$ cat src/rtl/pchg_pkg.sv
package pchg_pkg;

  typedef enum logic {
    MODE_TRACK = 1'b0,
    MODE_HOLD  = 1'b1
  } pin_mode_e;

  typedef struct packed {
    logic      masked;
    pin_mode_e mode;
  } pin_cfg_t;

  localparam int unsigned SYNC_DEPTH_MIN = 2;

endpackage

$ cat src/rtl/pchg_sync.sv
module pchg_sync #(
  parameter int unsigned W      = 8,
  parameter int unsigned STAGES = 2
) (
  input  logic         clk,
  input  logic [W-1:0] d_async,
  output logic [W-1:0] q
);

  logic [W-1:0] chain [STAGES];

  always_ff @(posedge clk) begin
    chain[0] <= d_async;
    for (int k = 1; k < STAGES; k++) begin
      chain[k] <= chain[k-1];
    end
  end

  assign q = chain[STAGES-1];

endmodule

$ cat src/rtl/pchg_pin_track.sv
module pchg_pin_track
  import pchg_pkg::*;
(
  input  logic     clk,
  input  logic     rst,
  input  logic     lvl,
  input  logic     rd,
  input  pin_cfg_t cfg,
  output logic     stat_d,
  output logic     stat_q,
  output logic     rd_val
);

  logic ref_q;
  logic cap_q;
  logic held_q;
  logic held_d;
  logic diff;

  assign diff = lvl ^ ref_q;

  always_comb begin
    held_d = 1'b0;
    if (!rd && cfg.mode == MODE_HOLD && !cfg.masked) begin
      held_d = held_q | diff;
    end
    if (cfg.mode == MODE_HOLD) begin
      stat_d = held_d;
    end else begin
      stat_d = !rd && !cfg.masked && diff;
    end
  end

  always_ff @(posedge clk) begin
    if (rst) begin
      ref_q  <= lvl;
      cap_q  <= lvl;
      held_q <= 1'b0;
      stat_q <= 1'b0;
    end else begin
      if (rd) begin
        ref_q <= lvl;
      end
      if (!held_q) begin
        cap_q <= lvl;
      end
      held_q <= held_d;
      stat_q <= stat_d;
    end
  end

  assign rd_val = held_q ? cap_q : lvl;

endmodule

$ cat src/rtl/pchg_irq_merge.sv
module pchg_irq_merge #(
  parameter int unsigned W = 8
) (
  input  logic         clk,
  input  logic         rst,
  input  logic [W-1:0] stat_d,
  output logic         irq_n
);

  always_ff @(posedge clk) begin
    if (rst) begin
      irq_n <= 1'b1;
    end else begin
      irq_n <= ~|stat_d;
    end
  end

endmodule

$ cat src/rtl/pchg_irq_unit.sv
module pchg_irq_unit
  import pchg_pkg::*;
#(
  parameter int unsigned PINS        = 8,
  parameter int unsigned SYNC_STAGES = SYNC_DEPTH_MIN
) (
  input  logic            clk,
  input  logic            rst,
  input  logic [PINS-1:0] pins_async,
  input  logic [PINS-1:0] cfg_mask,
  input  logic [PINS-1:0] cfg_hold,
  input  logic            rd_strobe,
  output logic [PINS-1:0] port_value,
  output logic [PINS-1:0] irq_status,
  output logic            irq_n
);

  logic [PINS-1:0] lvl_sync;
  logic [PINS-1:0] stat_next;

  pchg_sync #(.W(PINS), .STAGES(SYNC_STAGES)) u_sync (
    .clk     (clk),
    .d_async (pins_async),
    .q       (lvl_sync)
  );

  for (genvar i = 0; i < PINS; i++) begin : g_pin
    pin_cfg_t cfg_i;
    assign cfg_i.masked = cfg_mask[i];
    assign cfg_i.mode   = cfg_hold[i] ? MODE_HOLD : MODE_TRACK;

    pchg_pin_track u_track (
      .clk    (clk),
      .rst    (rst),
      .lvl    (lvl_sync[i]),
      .rd     (rd_strobe),
      .cfg    (cfg_i),
      .stat_d (stat_next[i]),
      .stat_q (irq_status[i]),
      .rd_val (port_value[i])
    );
  end

  pchg_irq_merge #(.W(PINS)) u_merge (
    .clk    (clk),
    .rst    (rst),
    .stat_d (stat_next),
    .irq_n  (irq_n)
  );

endmodule

$ cat config.mk
export PLATFORM = sky130hd
export DESIGN_NAME = pchg_irq_unit
export DESIGN_NICKNAME = d
export VERILOG_FILES = /design/src/rtl/pchg_pkg.sv /design/src/rtl/pchg_sync.sv /design/src/rtl/pchg_pin_track.sv /design/src/rtl/pchg_irq_merge.sv /design/src/rtl/pchg_irq_unit.sv
export SDC_FILE = /design/constraint.sdc
export NUM_CORES = 1
export LEC_CHECK = 0
export ABC_CLOCK_PERIOD_IN_PS = 1880
export BUFFER_PORTS_ARGS = -buffer_cell sky130_fd_sc_hd__buf_2
export CORE_ASPECT_RATIO = 1.2
export CORE_MARGIN = 10
export CORE_UTILIZATION = 40
export CTS_CLUSTER_SIZE = 28
export DETAILED_ROUTE_END_ITERATION = 8
export SLEW_MARGIN = 30
export SYNTH_ARGS = -nofsm -noshare
export SYNTH_HDL_FRONTEND = slang
export SYNTH_SLANG_ARGS = --single-unit
$ cat constraint.sdc
create_clock -name clk -period 1.88 [get_ports clk]
set_input_delay 0.188 -clock clk [delete_from_list [all_inputs] [get_ports clk]]
set_output_delay 0.188 -clock clk [all_outputs]
set_load 0.02 [all_outputs]
### Yosys cells after proc, flatten, opt, wreduce, memory -nomap -nowiden

Memory sizes are Yosys's and may differ from the RTL's.
Index checks and enable logic that the tools add are counted.

| cells by class | value |
|---|---|
| multiplexer cells | 56 |
| bitwise operators | 16 |
| reduce and logical (&&, ||, !) cells | 44 |

Operator list:

| operator | number |
|---|---|
| 2-to-1 mux 1 bit | 56 |
| logical AND 1 bit | 32 |
| zero test 1 bit | 10 |
| bitwise OR 1 bit | 8 |
| OR reduction 8 bit | 1 |
| XOR 1 bit | 8 |
| nonzero test 2 bit | 1 |

| storage, ports and cells | value |
|---|---|
| register bits after elaboration | 33 |
| bits in writable memories | 16 |
| input port bits | 27 |
| output and inout port bits | 17 |
| logic and storage cells | 150 |
| memories kept | 1 |

Memory list:

| name | depth | width | rd ports | clocked after Yosys merged registers in | write ports | RTL line | source |
|---|---|---|---|---|---|---|---|
| u_sync.chain | 2 | 8 | 2 | 0 | 2 | pchg_sync.sv:10 | `logic [W-1:0] chain [STAGES];` |

### Logic depth before layout (Yosys ltp)

| depth | value |
|---|---|
| depth in word-level cells | 7 |
| gate-level depth with buffers | 5 |
| gate-level depth less buffers | 4 |

### Cells and area by module

A second synthesis with hierarchy kept.

| unflattened totals | value |
|---|---|
| cells, all modules | 148 |
| area total of the unflattened synthesis | 1811.7 um^2 |

By module, submodules not included:

| module | times used | cells each | area each (um^2) | seq. area each (um^2) |
|---|---|---|---|---|
| pchg_pin_track | 8 | 15 | 173.9 | 90.1 |
| pchg_sync | 1 | 24 | 380.4 | 320.3 |
| pchg_irq_merge | 1 | 4 | 40.0 | 20.0 |

### Worst setup path before layout

OpenSTA, ideal clock, no wires.

| path | value |
|---|---|
| path type | register to register |
| start | register g_pin[3].u_track.ref_q |
| end | register u_merge.irq_n |
| setup time | 0.060 ns |
| data arrival time | 1.198 ns |
| data required time | 1.820 ns |
| path slack | 0.622 ns |
| cell stages (with the launch flop) | 5 |
| buffers on the path | 0 |
| period minus slack after synthesis | 1.258 ns |
| cells stage by stage | edfxtp_1 xnor2_2 a211oi_4 a2111oi_1 a41o_1 |

| on the way | value |
|---|---|
| longest elaborated chain between the ends | 6 |
| elaborated cells on any way between the ends | 7 |
| those cells by class | mux (2); bitwise (2); reduce/logical (3) |

Ends and longest elaborated chain:

| item | RTL line | source |
|---|---|---|
| start, declared | pchg_pin_track.sv:14 | `logic ref_q;` |
| start signal, assigned | pchg_pin_track.sv:36 | `ref_q <= lvl;` |
| start signal, assigned | pchg_pin_track.sv:42 | `ref_q <= lvl;` |
| XOR 1 bit * | pchg_pin_track.sv:20 | `assign diff = lvl ^ ref_q;` |
| bitwise OR 1 bit | pchg_pin_track.sv:25 | `held_d = held_q \| diff;` |
| 2-to-1 mux 1 bit | pchg_pin_track.sv:24 | `if (!rd && cfg.mode == MODE_HOLD && !cfg.masked) begin` |
| 2-to-1 mux 1 bit * | pchg_pin_track.sv:27 | `if (cfg.mode == MODE_HOLD) begin` |
| OR reduction 8 bit * | pchg_irq_merge.sv:14 | `irq_n <= ~\|stat_d;` |
| zero test 1 bit * | pchg_irq_merge.sv:14 |  |
| end signal, assigned | pchg_irq_merge.sv:14 |  |
| end, declared | pchg_irq_merge.sv:7 | `output logic irq_n` |

Every way passes the cells marked *; elsewhere a longest branch is shown, timed or not.
A chain may end at the register's enable or synchronous reset.

### Worst setup path after layout

Same ends and word-level chain as after synthesis.

==> flow_metrics.py <==
metrics = {
    "min_path": {
        "min_path_type": "in -> reg",
        "whs_endpoint": "g_pin[6].u_track.held_q",
        "min_path_cells": 2,
        "min_from": "cfg_mask[6]",
    },
    "worst_setup_path": {
        "required_ns": 2.12,
        "path_class": "reg -> reg",
        "worstSetupStartpointType": "flip-flop",
        "endpoint_kind": "flip-flop",
        "r2r-start": "g_pin[3].u_track.ref_q",
        "rr_endpoint": "u_merge.irq_n",
        "cp.arrival_ns": 1.62,
        "r2r_slack_ns": 0.50,
        "crit_path_max_fanout": 2,
        "ff2ff_path_depth": 4,
    },
    "synthesis": {
        "yosys.area.top_type_share_pct": 46.2,
        "syn_area_sq_um": 1780,
        "ys_top_cells_by_area": "dfxtp_1, edfxtp_1, mux2_2, buf_4, nor4b_2",
        "synth_cell_type_count": 28,
        "synth_cells": 136,
        "yosysSeqAreaShare_pct": 59.7,
        "synth-compound-area-share_pct": 6.06,
        "syn_nets": 163,
        "synthMuxAreaShare_pct": 10.1,
        "synth_warnings": 0,
        "synthXorXnorAreaFrac_pct": 4.37,
        "yosys.area.top_type": "dfxtp_1",
        "synthAdderAreaFrac_pct": 0,
        "ys_ff_latch": 49,
        "syn_area_per_cell_sq_um": 13.1,
        "synth-simple-area-share_pct": 11.5,
        "synth_top_family_by_area": "simple AND/OR/NAND/NOR gates",
    },
    "clocking": {
        "clock_latency_ns": 0.29,
        "cts_buffers": 5,
        "clkSinkCount": 49,
        "clk_pin_slew_ns": 0.08,
        "cts_htree_levels": 2,
        "post-cts-setup-buffers": 0,
        "root_buffer": "clkbuf_8",
        "cts_tree": "yes",
        "cts_max_path_buffers": 2,
    },
    "floorplanning": {
        "io_pins": 44,
        "coreArea_sq_um": 4290,
        "rows": 26,
        "fp.dieH_um": 93.0,
        "die_width_um": 80.8,
        "initial_utilization_pct": 41.4,
        "die-area_sq_um": 7520,
    },
    "placed_design": {
        "place_hpwl_mm": 2.43,
        "gp_congestion": 0.729,
        "dp_cells": 217,
        "io_buffers": 43,
    },
    "sta": {
        "fin_worst_skew_ns": 0.00356,
        "final-setup-viol-count": 0,
        "final.min_clock_period_ns": 1.38,
        "post-route-period-util_pct": 73.5,
        "tns_ns": 0,
        "rsz0062_at_grt": "no",
        "max_freq_mhz": 724,
        "worst_pin_slew_ns": 0.357,
        "finalMaxSlewViolations": 0,
        "slew_headroom_pct": 76.1,
        "finalHoldViolations": 0,
    },
    "global_route": {
        "overflow": 0,
        "grt_pass1_vias": 1170,
        "antenna_found_initial": 0,
        "grt_max_degree": 21,
        "grt_pass1_wl_mm": 5.35,
        "grt_usage_pct": 9.08,
    },
    "routing": {
        "wl_per_cell_um": 13.5,
        "drt-pass1-iter-count": 4,
        "wl_mm": 3.14,
        "drt_iter0_markers": 44,
        "drc_errors": 0,
        "vias": 1061,
        "drtAntennaViolNets": 0,
        "vias_per_cell": 4.55,
    },
    "finish": {
        "fin_cells": 233,
        "multiInputGateArea_sq_um": 571,
        "seqCellArea_sq_um": 1060,
        "drive_gt1_share_pct": 42.4,
        "n_antenna_cell": 0,
        "nFillCells": 407,
        "fin_nets": 203,
        "area_growth_pct": 18.1,
    },
    "power_and_ir_drop": {
        "seqPwrFrac_pct": 58.3,
        "cell_internal_pwr_uw": 1530,
        "power_frac_comb_pct": 11.0,
        "p_clk_share_pct": 30.7,
        "switching_share_pct": 22.4,
        "p_leak_uw": 0.000870,
        "power_density_nw_per_um2": 941,
        "peakVddDrop_uv": 483,
        "switchingPower_uw": 442,
    },
    "flow_run": {
        "maxCapViolations": 0,
    },
    "outcome": {
        "status": "finished clean",
    },
}
[power groups by stage]
stage	clock network [uW]	logic, uW	registers (uW)
floorplan	0	157	1170
global route	681	244	1160
detailed placement	0	208	1180
finish	607	217	1150
CTS	639	221	1150
global placement	0	203	1170
[routing by layer]
| metal | global-route usage [%] | wire (um) |
|---|---|---|
| met5 | 0 | 0 |
| met4 | 3.61 | 53 |
| met3 | 4.69 | 278 |
| met2 | 15.6 | 1610 |
| met1 | 8.96 | 1190 |
[timing repair]
action / 4_1_cts / 5_1_grt
hold buffers: 8 / 0
hold endpoints to repair: 8 / 0
resized for setup: 0 / 0
[how the worst max path moves through the flow]
stage / from / to / slack [ns] / cells after the start
after floorplan: g_pin[3].u_track.ref_q / u_merge.irq_n / 0.62 / 4
after global placement: rd_strobe / u_merge.irq_n / 0.49 / 5
after detailed placement: rd_strobe / u_merge.irq_n / 0.46 / 5
after CTS: g_pin[3].u_track.ref_q / u_merge.irq_n / 0.47 / 4
after global routing: g_pin[7].u_track.ref_q / u_merge.irq_n / 0.36 / 4
final: g_pin[3].u_track.ref_q / u_merge.irq_n / 0.50 / 4
[registers in the layout (all words and copies together), names as in the netlist]
signal,count
u_merge.irq_n,1
u_sync.chain,16
g_pin.u_track.cap_q,8
g_pin.u_track.ref_q,8
g_pin.u_track.stat_q,8
g_pin.u_track.held_q,8
[cells by family after synthesis]
| logic type | after synthesis |
|---|---|
| simple gates | 30 |
| compound gates | 13 |
| mux | 16 |
| xor+xnor | 8 |
| flops | 49 |
| buf+inv | 20 |
[placed cells by master, fill, tap and decap left out]
cell           synthesis  layout
xnor2_1                2       2
nor2b_1                4       4
o211a_1                1       1
a21o_1                 1       1
buf_2                  2      43
dfxtp_1               41      41
clkbuf_8               0       6
nor3_1                 5       5
or3_1                  2       2
dlygate4sd3_1          0       8
a2111oi_1              1       1
nand2_1                4       4
xor2_1                 5       5
inv_1                  1       1
mux2_2                16      16
nor2_1                 6       6
and2_1                 1       1
nor4b_1                1       1
a41o_1                 1       1
a211oi_4               1       1
a211oi_1               2       2
or2_4                  1       1
clkbuf_1               0       2
or2_2                  1       1
o32a_1                 1       1
nor4b_2                5       5
a21oi_1                5       5
buf_4                 16       1
edfxtp_1               8       8
xnor2_2                1       1
[metrics by stage]
stage          hold WS [ns]  setup WS [ns]  area, sq um  utilization (%)  power [uW]
2_1_floorplan         0.216          0.622         1780                -        1330
6_report             0.0749          0.499         2100             48.9        1980
4_1_cts              0.0629          0.467         2100             48.9        2010
5_1_grt              0.0527          0.356         2100             48.9        2080
3_5_place_dp          0.292          0.460         1930             44.9        1390
3_3_place_gp          0.290          0.490         1930             44.9        1380
[area by class of cell]
| type | count | share of cell area [%] |
|---|---|---|
| multi-input combinational | 67 | 27.2 |
| tap | 56 | 3.34 |
| inverter | 1 | 0.179 |
| sequential | 49 | 50.6 |
| clock buffer | 8 | 4.29 |
| timing repair buffer | 52 | 14.4 |
[cell usage after synthesis]
master	count
edfxtp_1	8
a21o_1	1
xor2_1	5
xnor2_2	1
nor2_1	6
buf_2	2
nand2_1	4
buf_4	16
nor3_1	5
o211a_1	1
nor4b_1	1
xnor2_1	2
a211oi_1	2
buf_6	1
o32a_1	1
and2_1	1
dfxtp_1	41
a211oi_4	1
a21oi_1	5
inv_1	1
nor2b_1	4
or3_1	2
or2_2	1
a41o_1	1
mux2_2	16
nor4b_2	5
or2_4	1
a2111oi_1	1
[worst max-delay path: stages (launching register included)]
cell       delay (ns)
edfxtp_1         0.42
xnor2_2          0.25
a211oi_4         0.09
a2111oi_1        0.36
a41o_1           0.21
Power figures use the tool's default switching activity.
